## src/rtl/alu16_pkg.sv

```systemverilog
`timescale 1ns/1ps
package alu16_pkg;
    localparam int unsigned DATA_W = 16;
    localparam int unsigned IMM_W  = 5;
    localparam int unsigned FN_W   = 3;

    // Function codes; the order is fixed by the instruction decoder.
    typedef enum logic [FN_W-1:0] {
        FN_SUB  = 3'b000,
        FN_ADD  = 3'b001,
        FN_NOR  = 3'b010,
        FN_OR   = 3'b011,
        FN_NAND = 3'b100,
        FN_AND  = 3'b101,
        FN_XNOR = 3'b110,
        FN_XOR  = 3'b111
    } alu_fn_e;
endpackage

```

## src/rtl/alu16_imm_ext.sv

```systemverilog
`timescale 1ns/1ps
module alu16_imm_ext #(
    parameter int unsigned W  = alu16_pkg::DATA_W,
    parameter int unsigned IW = alu16_pkg::IMM_W
) (
    input  logic [IW-1:0] imm,
    input  logic          sign_mode,
    output logic [W-1:0]  wide
);
    localparam int unsigned PAD_W = W - IW;

    logic fill_bit;

    always_comb begin
        fill_bit = sign_mode & imm[IW-1];
        wide     = {{PAD_W{fill_bit}}, imm};

        // Sign mode keeps the numeric value of the signed field.
        AST_SIGN_WIDEN_VALUE: assert (!sign_mode || int'($signed(wide)) == int'($signed(imm)));
        // Zero mode leaves nothing above the field.
        AST_ZERO_WIDEN_HIGH: assert (sign_mode || (wide >> IW) == '0);
    end
endmodule

```

## src/rtl/alu16_core.sv

```systemverilog
`timescale 1ns/1ps
module alu16_core
    import alu16_pkg::*;
#(
    parameter int unsigned W = DATA_W
) (
    input  logic [W-1:0] opa,
    input  logic [W-1:0] opb,
    input  alu_fn_e      fn,
    output logic [W-1:0] y
);
    always_comb begin
        unique case (fn)
            FN_SUB:  y = opa - opb;
            FN_ADD:  y = opa + opb;
            FN_NOR:  y = ~(opa | opb);
            FN_OR:   y = opa | opb;
            FN_NAND: y = ~(opa & opb);
            FN_AND:  y = opa & opb;
            FN_XNOR: y = ~(opa ^ opb);
            FN_XOR:  y = opa ^ opb;
            default: y = '0;
        endcase

        AST_SUB_INVERTS: assert (fn != FN_SUB || (y + opb) == opa);
        AST_ADD_INVERTS: assert (fn != FN_ADD || (y - opb) == opa);
        AST_NAND_COMPLEMENT: assert (fn != FN_NAND || (y ^ (opa & opb)) == '1);
        AST_NOR_DISJOINT: assert (fn != FN_NOR || (y & (opa | opb)) == '0);
    end
endmodule

```

## src/rtl/alu16_flags.sv

```systemverilog
`timescale 1ns/1ps
module alu16_flags #(
    parameter int unsigned W = alu16_pkg::DATA_W
) (
    input  logic [W-1:0] y,
    output logic         neg,
    output logic         nil
);
    always_comb begin
        neg = y[W-1];
        nil = ~|y;
    end
endmodule

```

## src/rtl/alu16_exec.sv

```systemverilog
`timescale 1ns/1ps
module alu16_exec
    import alu16_pkg::*;
(
    input  logic [DATA_W-1:0] bus_a,
    input  logic [DATA_W-1:0] bus_b,
    input  logic [IMM_W-1:0]  imm_field,
    input  logic [FN_W-1:0]   fn_sel,
    input  logic              b_from_imm,
    input  logic              imm_signed,
    output logic [DATA_W-1:0] result,
    output logic              sign_out,
    output logic              zero_out
);
    logic [DATA_W-1:0] imm_wide;
    logic [DATA_W-1:0] operand_b;
    alu_fn_e           fn_code;

    alu16_imm_ext #(.W(DATA_W), .IW(IMM_W)) u_ext (
        .imm       (imm_field),
        .sign_mode (imm_signed),
        .wide      (imm_wide)
    );

    always_comb begin
        fn_code   = alu_fn_e'(fn_sel);
        operand_b = b_from_imm ? imm_wide : bus_b;
    end

    alu16_core #(.W(DATA_W)) u_core (
        .opa (bus_a),
        .opb (operand_b),
        .fn  (fn_code),
        .y   (result)
    );

    alu16_flags #(.W(DATA_W)) u_flags (
        .y   (result),
        .neg (sign_out),
        .nil (zero_out)
    );

    // The flag logic and the function logic are separate units; check they agree.
    always_comb begin
        AST_SIGN_TRACKS_MSB: assert (sign_out == result[DATA_W-1]);
        AST_ZERO_ONLY_WHEN_CLEAR: assert (!zero_out || result == '0);
        AST_CLEAR_RAISES_ZERO: assert (zero_out || result != '0);
    end
endmodule

```

## config.mk

```make
export PLATFORM = sky130hd
export DESIGN_NAME = alu16_exec
export DESIGN_NICKNAME = d
export VERILOG_FILES = /design/src/rtl/alu16_pkg.sv /design/src/rtl/alu16_imm_ext.sv /design/src/rtl/alu16_core.sv /design/src/rtl/alu16_flags.sv /design/src/rtl/alu16_exec.sv
export SDC_FILE = /design/constraint.sdc
export NUM_CORES = 1
export LEC_CHECK = 0
export BUFFER_PORTS_ARGS = -buffer_cell sky130_fd_sc_hd__buf_2
export CAP_MARGIN = 25
export CORE_ASPECT_RATIO = 1.5
export CORE_MARGIN = 3
export CORE_UTILIZATION = 30
export DETAILED_ROUTE_END_ITERATION = 10
export GPL_TIMING_DRIVEN = 0
export MAX_ROUTING_LAYER = met4
export PLACE_DENSITY = 0.47
export SLEW_MARGIN = 20
export SYNTH_ARGS = -nofsm -noshare
export SYNTH_HDL_FRONTEND = slang
export SYNTH_SLANG_ARGS = --single-unit
```

## constraint.sdc

```tcl
create_clock -name vclk -period 12.2
set_input_delay 3.66 -clock vclk [all_inputs]
set_output_delay 3.66 -clock vclk [all_outputs]
set_load 0.05 [all_outputs]
```

==> flow_summary.toml, run 1 <==
[pwr]
p_leak_nw = 1.61
power_density_mw_per_mm2 = 68.4
ir_worst_vdd_mv = 0.0561
p_total_mw = 0.220

[drt]
num_vias = 2783
top_layer = "met4"
vias_per_cell = 5.19
routed_wl_um = 8520
drt_iter0_markers = 95
met2_length_um = 4810
wl_met3_um = 221
drc = 0
dr.pass1.iters = 5
wl_met1_um = 3410
final_antenna_net_count = 0
wl_per_cell_um = 15.9

[floorplanning]
start_util_pct = 30.9
ios = 60
rows = 42
core-area_mm2 = 0.00888
die-area_mm2 = 0.0104
die_x_um = 84.1
fp.dieH_um = 123

[setup_path]
crit_required_ns = 8.54
cpPeakStageDelay_ns = 0.70
cp_max_fo = 10
cpMostUsedCell = "buf_2"
crit_path_end_kind = "output port"
path_class = "in -> out"
crit_slowest_cell = "a2111oi_0"
cp_top_family = "compound AO/OA/AOI/OAI gates"
cp_cell_sequence = "buf_2, buf_4, buf_2, mux2i_2, ha_1, o21ai_0, nor3_2, nor2_1, xnor2_1, ha_1, nand2_1, or4b_4, o21ai_1, a21oi_1, a2111oi_0, xnor2_1, a2111oi_2, buf_2"
worstSetupStartpointType = "input pin"
cp.arrival_ns = 8.13
path_buf_inv = 4

[logic_synthesis]
synth_area_leaders = "ha_1, xnor2_1, mux2i_1"
synth_top_cell_by_area = "ha_1"
synth_cell_types = 58
synth_top_area_share_pct = 22.8
synth_commonest_cells = "ha_1, inv_1, xnor2_1"
postSynthAreaPerCell_um2 = 7.46
synth_nets = 461
synth_warnings = 0
ys_seq_area_share_pct = 0
postSynthCellCount = 368
yosysMostFrequentCell = "ha_1"
synth_area_mm2 = 0.00275

[timing]
setup_viol = 0
hold_ws_ns = 7.77
fin_setup_tns_ns = 0
slew_headroom_pct = 49.0
fin_ws_ns = 0.408
max_freq_mhz = 84.8
hold_violations = 0
worst_pin_slew_ns = 0.746
fin_crit_ns = 11.79
rsz0062_at_grt = "no"
fin_crit_sh_pct = 96.7
maxSlewViolCount = 0

[final_layout]
finalCoreUtilization_pct = 36.2
clockBufferCount = 0
stdcell_count = 536
drive_gt1_share_pct = 20.4
area_growth_pct = 16.9
register_area_um2 = 0
n_antenna_cell = 0
design.seq.count = 0
final_area_mm2 = 0.00321
final_net_count = 521

[placed_design]
routabilityCongestion = 0.806
place_area_mm2 = 0.00318
place_ws_ns = -0.106
dp_hpwl_um = 7410
dp_cells = 537
io_buffer_count = 59

[global_route]
grt_overflow = 0
grt_pass1_vias = 2709
grt_max_degree = 11
antenna_found_initial = 0
track_usage_pct = 16.4
grt_pass1_wl_um = 13500

[min_path]
hold_path_class = "in -> out"

[outcome]
status = "finished clean"

[cts]
postCtsSetupRepairBufs = 0

[flow_run]
maxCapViolCount = 0
tightest hold or removal path: stages:
cell and delay, ns:
buf_2 0.14, mux2i_1 0.09, buf_2 0.21
final timing paths:
path                    from        end  slack [ns]  depth (start not counted)
hold / removal     fn_sel[2]  result[2]        7.77                          3
setup / recovery  b_from_imm   zero_out        0.41                         18
final cells by class:
class              instances  area [um2]
repair buffers            59         295
plain buffers             17        97.6
fillers                 1013        5670
inverters                 38         143
well taps                110         138
multi-input cells        312        2540
where the power goes:
part | total, mW | switching (mW) | internal, mW
logic | 0.220 | 0.140 | 0.0798
registers | 0 | 0 | 0
clock network | 0 | 0 | 0
repair_timing:
item	in CTS	in global routing
hold buffers	0	0
setup endpoints to repair	1	1
gates resized for setup	1	10
cells in the final DEF (no fill, tap or decap), types with 5 or more instances in the layout:
cell / count
nor2_1: 15
xnor2_1: 35
inv_1: 38
a22oi_1: 5
nand2_1: 22
mux2i_1: 21
a211oi_1: 8
nor3_1: 8
a21oi_1: 16
ha_1: 50
buf_2: 64
xor2_1: 17
o21ai_0: 15
a21o_1: 14
routing by layer:
| metal | vias up | GRT usage (%) |
|---|---|---|
| met5 | - | - |
| met4 | 0 | 1.31 |
| met3 | 4 | 0.333 |
| met2 | 47 | 33.0 |
| met1 | 1296 | 18.7 |
| li1 | 1436 | - |
logic make-up (layout without fill, tap and decap cells):
family	after synthesis	in the layout	share of synthesized area (%)
mux	25	25	9.20
fa+ha+maj	51	51	23.5
compound gates	98	98	25.3
xor+xnor	52	52	16.6
buf+inv	56	114	8.79
simple gates	86	86	16.6
No activity file was read; power rests on OpenSTA's default activity.
==> run 2, diff against run 1 <==
- clock period: 12.2 -> 14.9 ns (I/O delays scaled with it)
==> run 2 against run 1 <==
  * First-iteration DRC count rose by 6.3%
  * Non-clock buffer count is 1 higher
  * Cell area is 0.97% lower
  * Clock-buffer cell count did not move
  * Global-route usage stayed put
  * Critical endpoint unchanged
  * Power fell by 19%
  * Via count decreased by 0.32%
  * Combinational power down 19%
  * Core utilization shrank 0.35 points
  * Critical path depth is the same
  * Largest cell class unchanged
==> flow_summary.toml, run 2 (synthesis results as in run 1) <==
[timing]
worst_pin_slew_ns = 0.745
max_freq_mhz = 71.8
fin_ws_ns = 0.976
fin_crit_sh_pct = 93.5
setup_viol = 0
slew_headroom_pct = 49.1
fin_crit_ns = 13.92
maxSlewViolCount = 0
hold_violations = 0
fin_setup_tns_ns = 0
rsz0062_at_grt = "no"

[setup_path]
crit_path_end_kind = "output port"
worstSetupStartpointType = "input pin"
cpMostUsedCell = "buf_2"
cpPeakStageDelay_ns = 0.56
cp_max_fo = 10
path_buf_inv = 6
cp.arrival_ns = 9.45
cp_top_family = "simple AND/OR/NAND/NOR gates"
crit_path_start = "fn_sel[1]"
path_class = "in -> out"
crit_required_ns = 10.43
crit_slowest_cell = "or4_1"
cp_cell_sequence = "buf_2, buf_4, buf_6, nor2_1, clkbuf_1, nand2_1, o21ai_0, inv_1, fa_1, nor2b_1, o31a_1, a21o_1, a222oi_1, or4_1, nor4_1, nand4bb_1, a2111oi_2, buf_2"

[drt]
dr.pass1.iters = 5
drt_iter0_markers = 101
drc = 0
wl_per_cell_um = 15.9
vias_per_cell = 5.17
routed_wl_um = 8530
final_antenna_net_count = 0
num_vias = 2774

[pwr]
p_leak_nw = 1.61
power_density_mw_per_mm2 = 56.0
p_sw_mw = 0.114
clkPwrFrac_pct = 0
sw_frac_of_total_pct = 63.7
p_int_mw = 0.0646
p_comb_share_pct = 100.0
ir_worst_vdd_mv = 0.0458
p_total_mw = 0.178
power_frac_seq_pct = 0

[flow_run]
maxCapViolCount = 0

[global_route]
grt_pass1_vias = 2709
grt_pass1_wl_um = 13500
grt_overflow = 0
grt_max_degree = 11
track_usage_pct = 16.4
antenna_found_initial = 0

[cts]
ctsHoldBuffers = 0
cts.repair.resized = 0
postCtsSetupRepairBufs = 0

[placed_design]
dp_hpwl_um = 7410
place_area_mm2 = 0.00318
place_ws_ns = 0.974
io_buffer_count = 59
routabilityCongestion = 0.806

[final_layout]
register_area_um2 = 0
clockBufferCount = 0
layout_commonest_cell = "buf_2"
final_area_mm2 = 0.00318
design.seq.count = 0
drive_gt1_share_pct = 18.5
area_growth_pct = 15.8
layout_common_cells = "buf_2, ha_1, inv_1"
n_antenna_cell = 0
final_net_count = 522

[floorplanning]
core-area_mm2 = 0.00888
die-area_mm2 = 0.0104
die_x_um = 84.1
fp.dieH_um = 123
start_util_pct = 30.9
ios = 60
rows = 42

[min_path]
hold_start = "fn_sel[2]"
hold_path_class = "in -> out"

[outcome]
status = "finished clean"
run 2: worst paths after layout:
| kind | endpoint | depth (start not counted) |
|---|---|---|
| worst min-delay path | result[2] | 3 |
| worst max-delay path | zero_out | 18 |
run 2: power by group through the flow:
stage / registers, mW / logic [mW] / clock network, mW
after floorplan: 0 / 0.136 / 0
after global placement: 0 / 0.178 / 0
after detailed placement: 0 / 0.179 / 0
after CTS: 0 / 0.180 / 0
after global routing: 0 / 0.196 / 0
final: 0 / 0.178 / 0
run 2: worst min-delay path, cell delays in order:
cell	delay (ns)
buf_2	0.14
mux2i_1	0.09
buf_2	0.21
run 2: cell type report:
class,count,area [um2]
Fill cell,1010,5700
Multi-Input combinational cell,312,2500
Timing Repair Buffer,59,295
Inverter,38,143
Tap cell,110,138
Buffer,18,98.8
run 2: layer usage:
metal	part of all wire, %	GRT usage, %
met5	0	-
met4	0.94	1.31
met3	2.3	0.333
met2	56	33.0
met1	41	18.7
run 2: through the flow:
stage          hold WS (ns)  instances  util, %
2_1_floorplan          9.27        368        -
3_3_place_gp           9.39        537     35.8
3_5_place_dp           9.38        537     35.8
4_1_cts                9.39        537     35.8
5_1_grt                9.42        537     35.8
6_report               9.39        537     35.8
